==> config.mk <==
export PLATFORM = sky130hd
export DESIGN_NAME = spi_adc_seq
export DESIGN_NICKNAME = d
export VERILOG_FILES = /design/src/rtl/spi_adc_pkg.sv /design/src/rtl/spi_adc_frame_build.sv /design/src/rtl/spi_adc_frame_engine.sv /design/src/rtl/spi_adc_seq.sv
export SDC_FILE = /design/constraint.sdc
export NUM_CORES = 1
export LEC_CHECK = 0
export ABC_AREA = 1
export BUFFER_PORTS_ARGS = -buffer_cell sky130_fd_sc_hd__buf_2
export CORE_ASPECT_RATIO = 0.7
export CORE_MARGIN = 1
export CORE_UTILIZATION = 54
export DETAILED_ROUTE_END_ITERATION = 10
export PLACE_DENSITY = 0.78
export SKIP_CTS_REPAIR_TIMING = 1
export SYNTH_ARGS = -nofsm -noshare
export SYNTH_HDL_FRONTEND = slang
export SYNTH_HIERARCHICAL = 1
export SYNTH_SLANG_ARGS = --single-unit
==> constraint.sdc <==
create_clock -name clk -period 2.95 [get_ports clk]
set_input_delay 0 -clock clk [delete_from_list [all_inputs] [get_ports clk]]
set_output_delay 0 -clock clk [all_outputs]
set_load 0.05 [all_outputs]
==> src/rtl/spi_adc_pkg.sv <==
package spi_adc_pkg;

    typedef enum logic [1:0] {
        OP_WRITE = 2'd0,
        OP_READ  = 2'd1,
        OP_CONV  = 2'd2,
        OP_NONE  = 2'd3
    } cmd_op_t;

    typedef enum logic [2:0] {
        S_IDLE,
        S_WRITE,
        S_RD_ISSUE,
        S_RD_FETCH,
        S_CONVERT
    } seq_state_t;

    typedef enum logic [2:0] {
        E_IDLE,
        E_LEAD,
        E_HIGH,
        E_TAIL,
        E_GAP
    } eng_state_t;

    typedef enum logic [1:0] {
        FK_WRITE,
        FK_RD_ISSUE,
        FK_RD_FETCH,
        FK_CONV
    } frame_kind_t;

    localparam int unsigned WORD_BITS  = 24;
    localparam int unsigned OTF_BITS   = 16;
    localparam int unsigned BYTE_W     = 8;
    localparam int unsigned OTF_EN_BIT = 1;

    localparam logic [7:0] OPC_REG_WR = 8'h08;
    localparam logic [7:0] OPC_REG_RD = 8'h10;
    localparam logic [7:0] MODE_REG   = 8'h10;

endpackage

==> src/rtl/spi_adc_frame_build.sv <==
module spi_adc_frame_build
    import spi_adc_pkg::*;
#(
    parameter int unsigned CH_W  = 4,
    parameter int unsigned LEN_W = 5
) (
    input  frame_kind_t               kind,
    input  logic                      otf,
    input  logic [BYTE_W-1:0]         addr,
    input  logic [BYTE_W-1:0]         data,
    input  logic [CH_W-1:0]           chan,
    output logic [WORD_BITS-1:0]      tx_word,
    output logic [LEN_W-1:0]          bit_len
);

    localparam int unsigned PAD_W = WORD_BITS - 2 - CH_W;

    always_comb begin
        tx_word = '0;
        bit_len = LEN_W'(WORD_BITS);
        unique case (kind)
            FK_WRITE:    tx_word = {OPC_REG_WR, addr, data};
            FK_RD_ISSUE: tx_word = {OPC_REG_RD, addr, {BYTE_W{1'b0}}};
            FK_RD_FETCH: tx_word = '0;
            FK_CONV: begin
                if (otf) begin
                    tx_word = {2'b10, chan, {PAD_W{1'b0}}};
                    bit_len = LEN_W'(OTF_BITS);
                end
            end
            default: tx_word = '0;
        endcase
    end

endmodule

==> src/rtl/spi_adc_frame_engine.sv <==
module spi_adc_frame_engine
    import spi_adc_pkg::*;
#(
    parameter int unsigned CLK_DIV  = 4,
    parameter int unsigned MAX_BITS = 24,
    parameter int unsigned LEN_W    = 5
) (
    input  logic                 clk,
    input  logic                 rst_n,
    input  logic                 go,
    input  logic [MAX_BITS-1:0]  tx_word,
    input  logic [LEN_W-1:0]     bit_len,
    input  logic                 miso,
    output logic                 sclk,
    output logic                 cs_n,
    output logic                 mosi,
    output logic                 done,
    output logic [MAX_BITS-1:0]  rx_word
);

    localparam int unsigned HALF  = CLK_DIV / 2;
    localparam int unsigned CNT_W = $clog2(CLK_DIV) + 1;

    eng_state_t           state, nxt;
    logic [CNT_W-1:0]     cnt;
    logic [LEN_W-1:0]     left;
    logic [MAX_BITS-1:0]  tx_sr;
    logic [MAX_BITS-1:0]  rx_sr;
    logic                 phase_end;

    assign phase_end = (state == E_GAP) ? (cnt == CNT_W'(CLK_DIV - 1))
                                        : (cnt == CNT_W'(HALF - 1));

    always_comb begin
        nxt = state;
        unique case (state)
            E_IDLE: if (go)        nxt = E_LEAD;
            E_LEAD: if (phase_end) nxt = E_HIGH;
            E_HIGH: if (phase_end) nxt = (left == LEN_W'(1)) ? E_TAIL : E_LEAD;
            E_TAIL: if (phase_end) nxt = E_GAP;
            E_GAP:  if (phase_end) nxt = E_IDLE;
            default:               nxt = E_IDLE;
        endcase
    end

    always_ff @(posedge clk or negedge rst_n) begin
        if (!rst_n) begin
            state <= E_IDLE;
            cnt   <= '0;
        end else begin
            state <= nxt;
            cnt   <= (state != nxt || state == E_IDLE) ? '0 : cnt + 1'b1;
        end
    end

    always_ff @(posedge clk or negedge rst_n) begin
        if (!rst_n) begin
            tx_sr <= '0;
            rx_sr <= '0;
            left  <= '0;
        end else begin
            if (state == E_IDLE && go) begin
                tx_sr <= tx_word;
                left  <= bit_len;
                rx_sr <= '0;
            end
            if (state == E_LEAD && phase_end) begin
                rx_sr <= {rx_sr[MAX_BITS-2:0], miso};
            end
            if (state == E_HIGH && phase_end && left != LEN_W'(1)) begin
                tx_sr <= {tx_sr[MAX_BITS-2:0], 1'b0};
                left  <= left - 1'b1;
            end
        end
    end

    assign sclk    = (state == E_HIGH);
    assign cs_n    = (state == E_IDLE) || (state == E_GAP);
    assign mosi    = !cs_n && tx_sr[MAX_BITS-1];
    assign done    = (state == E_GAP) && phase_end;
    assign rx_word = rx_sr;

endmodule

==> src/rtl/spi_adc_seq.sv <==
module spi_adc_seq
    import spi_adc_pkg::*;
#(
    parameter int unsigned CLK_DIV = 4,
    parameter int unsigned CH_W    = 4,
    parameter int unsigned RES_W   = 12
) (
    input  logic              clk,
    input  logic              rst_n,
    input  logic              cmd_start,
    input  logic [1:0]        cmd_op,
    input  logic [7:0]        cmd_addr,
    input  logic [7:0]        cmd_data,
    input  logic [CH_W-1:0]   cmd_chan,
    output logic              busy,
    output logic              rslt_valid,
    output logic [RES_W-1:0]  rslt_data,
    output logic              rslt_fault,
    output logic              otf_active,
    output logic              sclk,
    output logic              cs_n,
    output logic              mosi,
    input  logic              miso
);

    localparam int unsigned LEN_W = $clog2(WORD_BITS + 1);

    seq_state_t             state, nxt;
    cmd_op_t                op_in;
    logic                   accept;
    logic [BYTE_W-1:0]      addr_q, data_q;
    logic [CH_W-1:0]        chan_q;
    logic                   otf_q;
    logic                   eng_go;
    frame_kind_t            kind_q;
    logic [WORD_BITS-1:0]   eng_tx;
    logic [LEN_W-1:0]       eng_len;
    logic                   eng_done;
    logic [WORD_BITS-1:0]   eng_rx;
    logic [BYTE_W-1:0]      rd_byte;

    assign op_in   = cmd_op_t'(cmd_op);
    assign accept  = (state == S_IDLE) && cmd_start && (op_in != OP_NONE);
    assign rd_byte = eng_rx[WORD_BITS-1 -: BYTE_W];

    spi_adc_frame_build #(
        .CH_W  (CH_W),
        .LEN_W (LEN_W)
    ) u_build (
        .kind    (kind_q),
        .otf     (otf_q),
        .addr    (addr_q),
        .data    (data_q),
        .chan    (chan_q),
        .tx_word (eng_tx),
        .bit_len (eng_len)
    );

    spi_adc_frame_engine #(
        .CLK_DIV  (CLK_DIV),
        .MAX_BITS (WORD_BITS),
        .LEN_W    (LEN_W)
    ) u_engine (
        .clk     (clk),
        .rst_n   (rst_n),
        .go      (eng_go),
        .tx_word (eng_tx),
        .bit_len (eng_len),
        .miso    (miso),
        .sclk    (sclk),
        .cs_n    (cs_n),
        .mosi    (mosi),
        .done    (eng_done),
        .rx_word (eng_rx)
    );

    always_comb begin
        nxt = state;
        unique case (state)
            S_IDLE: begin
                if (accept) begin
                    unique case (op_in)
                        OP_WRITE: nxt = S_WRITE;
                        OP_READ:  nxt = S_RD_ISSUE;
                        default:  nxt = S_CONVERT;
                    endcase
                end
            end
            S_WRITE:    if (eng_done) nxt = S_IDLE;
            S_RD_ISSUE: if (eng_done) nxt = S_RD_FETCH;
            S_RD_FETCH: if (eng_done) nxt = S_IDLE;
            S_CONVERT:  if (eng_done) nxt = S_IDLE;
            default:                  nxt = S_IDLE;
        endcase
    end

    always_ff @(posedge clk or negedge rst_n) begin
        if (!rst_n) state <= S_IDLE;
        else        state <= nxt;
    end

    always_ff @(posedge clk or negedge rst_n) begin
        if (!rst_n) begin
            addr_q     <= '0;
            data_q     <= '0;
            chan_q     <= '0;
            otf_q      <= 1'b0;
            eng_go     <= 1'b0;
            kind_q     <= FK_WRITE;
            rslt_valid <= 1'b0;
            rslt_data  <= '0;
            rslt_fault <= 1'b0;
        end else begin
            eng_go     <= 1'b0;
            rslt_valid <= 1'b0;
            unique case (state)
                S_IDLE: begin
                    if (accept) begin
                        addr_q <= cmd_addr;
                        data_q <= cmd_data;
                        chan_q <= cmd_chan;
                        eng_go <= 1'b1;
                        unique case (op_in)
                            OP_WRITE: kind_q <= FK_WRITE;
                            OP_READ:  kind_q <= FK_RD_ISSUE;
                            default:  kind_q <= FK_CONV;
                        endcase
                    end
                end
                S_WRITE: begin
                    if (eng_done && addr_q == MODE_REG) otf_q <= data_q[OTF_EN_BIT];
                end
                S_RD_ISSUE: begin
                    if (eng_done) begin
                        eng_go <= 1'b1;
                        kind_q <= FK_RD_FETCH;
                    end
                end
                S_RD_FETCH: begin
                    if (eng_done) begin
                        rslt_valid <= 1'b1;
                        rslt_data  <= {{(RES_W-BYTE_W){1'b0}}, rd_byte};
                        rslt_fault <= (rd_byte == '0) || (rd_byte == '1);
                    end
                end
                S_CONVERT: begin
                    if (eng_done) begin
                        rslt_valid <= 1'b1;
                        rslt_fault <= 1'b0;
                        rslt_data  <= otf_q ? eng_rx[OTF_BITS-1 -: RES_W]
                                            : eng_rx[WORD_BITS-1 -: RES_W];
                    end
                end
                default: ;
            endcase
        end
    end

    assign busy       = (state != S_IDLE);
    assign otf_active = otf_q;

endmodule

==> Implementation_results.wiki <==
{| class="wikitable"
! Metric !! Value
|-
| Antenna diode count || 0
|-
| Root buffer cell || clkbuf_16
|-
| Final total power || 0.00470 W
|-
| Ratio of cells with drive above 1 in the final layout || 0.142
|-
| Synth top area share || 0.500
|-
| MaxCap Viol Count || 0
|-
| Final hold violation count || 0
|-
| Area of the core || 0.00872 mm^2
|-
| Post-synthesis instance area || between 0.005 and 0.006 mm^2
|-
| Power share of the sequential group || 0.436
|-
| Switching component of the power || 0.00186 W
|-
| Top cell types by occurrence after synthesis || 256 x nand2_1, 100 x dfrtp_1, 71 x inv_1
|-
| Distinct cells, synth || 34
|-
| Global-route total usage across every layer || 0.241
|-
| Predominant post-synthesis flop cell || dfrtp_1
|-
| Transition time at the pin with the least slew margin || 748 ps
|-
| Worst setup path class || flop to flop
|-
| Max rail drop VDD || about 0.56 mV
|-
| Number of storage elements in the synthesis netlist || 100
|-
| H-Tree Depth || 3
|-
| Final Setup Violations || 0
|-
| DRC violation count after routing || 0
|-
| Grt ovf || 0
|-
| Status || completed
|-
| Worst setup margin || between 700 and 800 ps
|-
| Hold Crit Class || input pin to flop
|-
| ANT nets after route || 0
|-
| Sw Ratio || 0.395
|-
| Gp weighted congestion || roughly 0.90
|-
| Cell internal pwr || 0.00284 W
|-
| Number of ports placed on the die boundary || 45
|-
| Area leader, netlist || dfrtp_1
|-
| Worst slack, placed || 813 ps
|-
| Synthesized netlist cell count || 633
|-
| Final min period || 2150 ps
|-
| TritonCTS buffer count || 9
|-
| Type of element launching the critical path || flop
|-
| Total Wirelength || 11,100 um
|-
| Clock tree from TritonCTS || yes
|-
| Clock-pin slew reported for the worst setup and hold paths after clock tree synthesis || 60 ps
|-
| Arr. time, crit path || 2440 ps
|-
| Count of standard-cell rows || 28
|-
| Routed wirelength normalized by instance count || 13.5 um
|-
| Clock Skews || ~6.8 ps
|-
| Detailed-route via count || 4,176
|-
| Die area || 0.00967 mm^2
|-
| Syn_area_per_cell || 7.91 um^2
|-
| Final max-slew violation count || 0
|-
| Synthesis Warnings || 6
|-
| Post-route clock period utilization || 0.730
|-
| Die outline height || 82.6 um
|-
| X dimension of the die || 117 um
|-
| P_leak || roughly 3 nW
|-
| Clock latency on the worst-skew pair || 350 ps
|-
| Combinational share of power || 0.327
|-
| HPWL after detailed placement || 7060 um
|-
| Number of global-route vias before repair || 3,655
|-
| Detailed-routing iteration count for the pre-antenna-repair pass || 5
|-
| Number of filler cells placed in the layout || 738
|-
| Maximum count of clock buffers along a single path || 2
|-
| Top post-synthesis cells by area || dfrtp_1 50%, nand2_1 19%, inv_1 5.3%
|-
| Max Clk Rate || between 0.4 and 0.5 GHz
|-
| Number of enable flip-flop cells after synthesis || 0
|-
| Power density relative to cell area || 822 mW/mm^2
|-
| Quantity of I/O buffers inserted on ports || between 40 and 50
|-
| Max FO, Critical Path || 14
|-
| Crit end category || flop
|-
| Final net count || 721
|-
| Slew Limit Headroom || 0.501
|-
| Fraction of registers with async set/reset || 1.00
|-
| Worst EP required || 3230 ps
|-
| Initial antenna violation count || 0
|-
| Share of the yosys chip area belonging to registers || 0.500
|-
| Post-DR vias/cell || 5.11
|-
| Initial DRC count || 332
|-
| Share of total power in the clock network || 0.237
|-
| Number of clock sinks || 100
|-
| Sum of negative setup slack || 0 ps
|-
| Most instantiated library cell after synthesis || nand2_1
|-
| Unrepaired setup endpoints after global routing || no
|-
| Starting utilization of the core area || 0.574
|-
| Area grow syn2layout || 14.2%
|-
| Largest net degree at the start of global routing || 62
|-
| First-pass GRT wire length || between 15,000 and 20,000 um
|}
cell families after synthesis:
| group | share of synthesized area |
|---|---|
| XOR/XNOR | 0.00700 |
| buffers and inverters | 0.0999 |
| flip-flops | 0.500 |
| other | 0.00150 |
| AND/OR/NAND/NOR | 0.321 |
| adder cells (fa/ha/maj) | 0.00750 |
| AO/OA/AOI/OAI | 0.0640 |
metrics by stage:
| step | hold slack, ps | utilization | instance area, um^2 | std cells |
|---|---|---|---|---|
| 6_report | 26.0 | 0.656 | 5720 | 817 |
| 5_1_grt | 51.5 | 0.656 | 5720 | 817 |
| 4_1_cts | -253 | 0.629 | 5490 | 794 |
| 3_5_place_dp | 114 | 0.597 | 5210 | 778 |
| 3_3_place_gp | 112 | 0.597 | 5210 | 778 |
| 2_1_floorplan | -296 | - | 5030 | 638 |
layer usage:
layer / vias to the layer above / wire [um] / GRT usage
met3: 16 / 720 / 0.0737
li1: 2059 / - / -
met1: 1967 / 4910 / 0.325
met5: - / 0 / 0
met4: 0 / 146 / 0.0532
met2: 134 / 5290 / 0.386
worst max-delay path, stage by stage (launching register included):
cell and delay [ps]:
dfrtp_1 460, nor2_4 230, a21oi_1 140, nor2_4 210, inv_1 90, nor2_1 230
nand2_1 120, nor2_1 240, nor2_4 140, inv_4 110, nand2_1 60, nand2_1 50
power groups by stage:
stage,Sequential [W],Clock [W],Combinational [W]
2_1_floorplan,0.00198,0,0.00129
3_3_place_gp,0.00205,0,0.00144
3_5_place_dp,0.00206,0,0.00148
4_1_cts,0.00205,0.00113,0.00150
5_1_grt,0.00210,0.00119,0.00173
6_report,0.00205,0.00111,0.00154
layout by cell type (no fill, tap or decap), drive strengths merged, types with 7 or more instances in the layout:
| cell type | count |
|---|---|
| nand3 | 40 |
| buf | 46 |
| o22ai | 22 |
| o21ai | 22 |
| nand2 | 261 |
| dlygate4sd3 | 23 |
| clkbuf | 11 |
| dfrtp | 100 |
| nor2 | 57 |
| conb | 7 |
| inv | 79 |
flip-flops by register name, indices dropped and copies added, names as in the netlist:
| register | cells |
|---|---|
| chan_q | 4 |
| u_engine/rx_word | 24 |
| addr_q | 8 |
| eng_go | 1 |
| otf_active | 1 |
| state | 3 |
| u_engine/state | 3 |
| data_q | 8 |
| kind_q | 2 |
| u_engine/left | 5 |
| rslt_data | 12 |
| u_engine/cnt | 3 |
| rslt_fault | 1 |
| rslt_valid | 1 |
| u_engine/tx_sr | 24 |
cell type report:
type | count | area, um^2 | area share
Sequential cell | 100 | 2500 | 0.438
Timing Repair Buffer | 69 | 468 | 0.0818
Clock buffer | 11 | 243 | 0.0424
Clock inverter | 5 | 36.3 | 0.00634
Tap cell | 120 | 150 | 0.0263
Inverter | 78 | 295 | 0.0516
Multi-Input combinational cell | 434 | 2020 | 0.354
path summary, 6_finish.rpt:
kind	slack, ps	start	cells past startpoint	to
max in group asynchronous	1900	rst_n	3	u_engine/tx_sr[9]
min in group asynchronous	250	rst_n	2	rslt_data[7]
worst max register to register	800	u_engine/state[0]	11	rslt_data[6]
worst min-delay path	30	cmd_op[0]	4	state[0]
worst min register to register	450	u_engine/cnt[0]	1	u_engine/cnt[0]
worst max-delay path	800	u_engine/state[0]	11	rslt_data[6]
No activity file was read; power rests on OpenSTA's default activity.
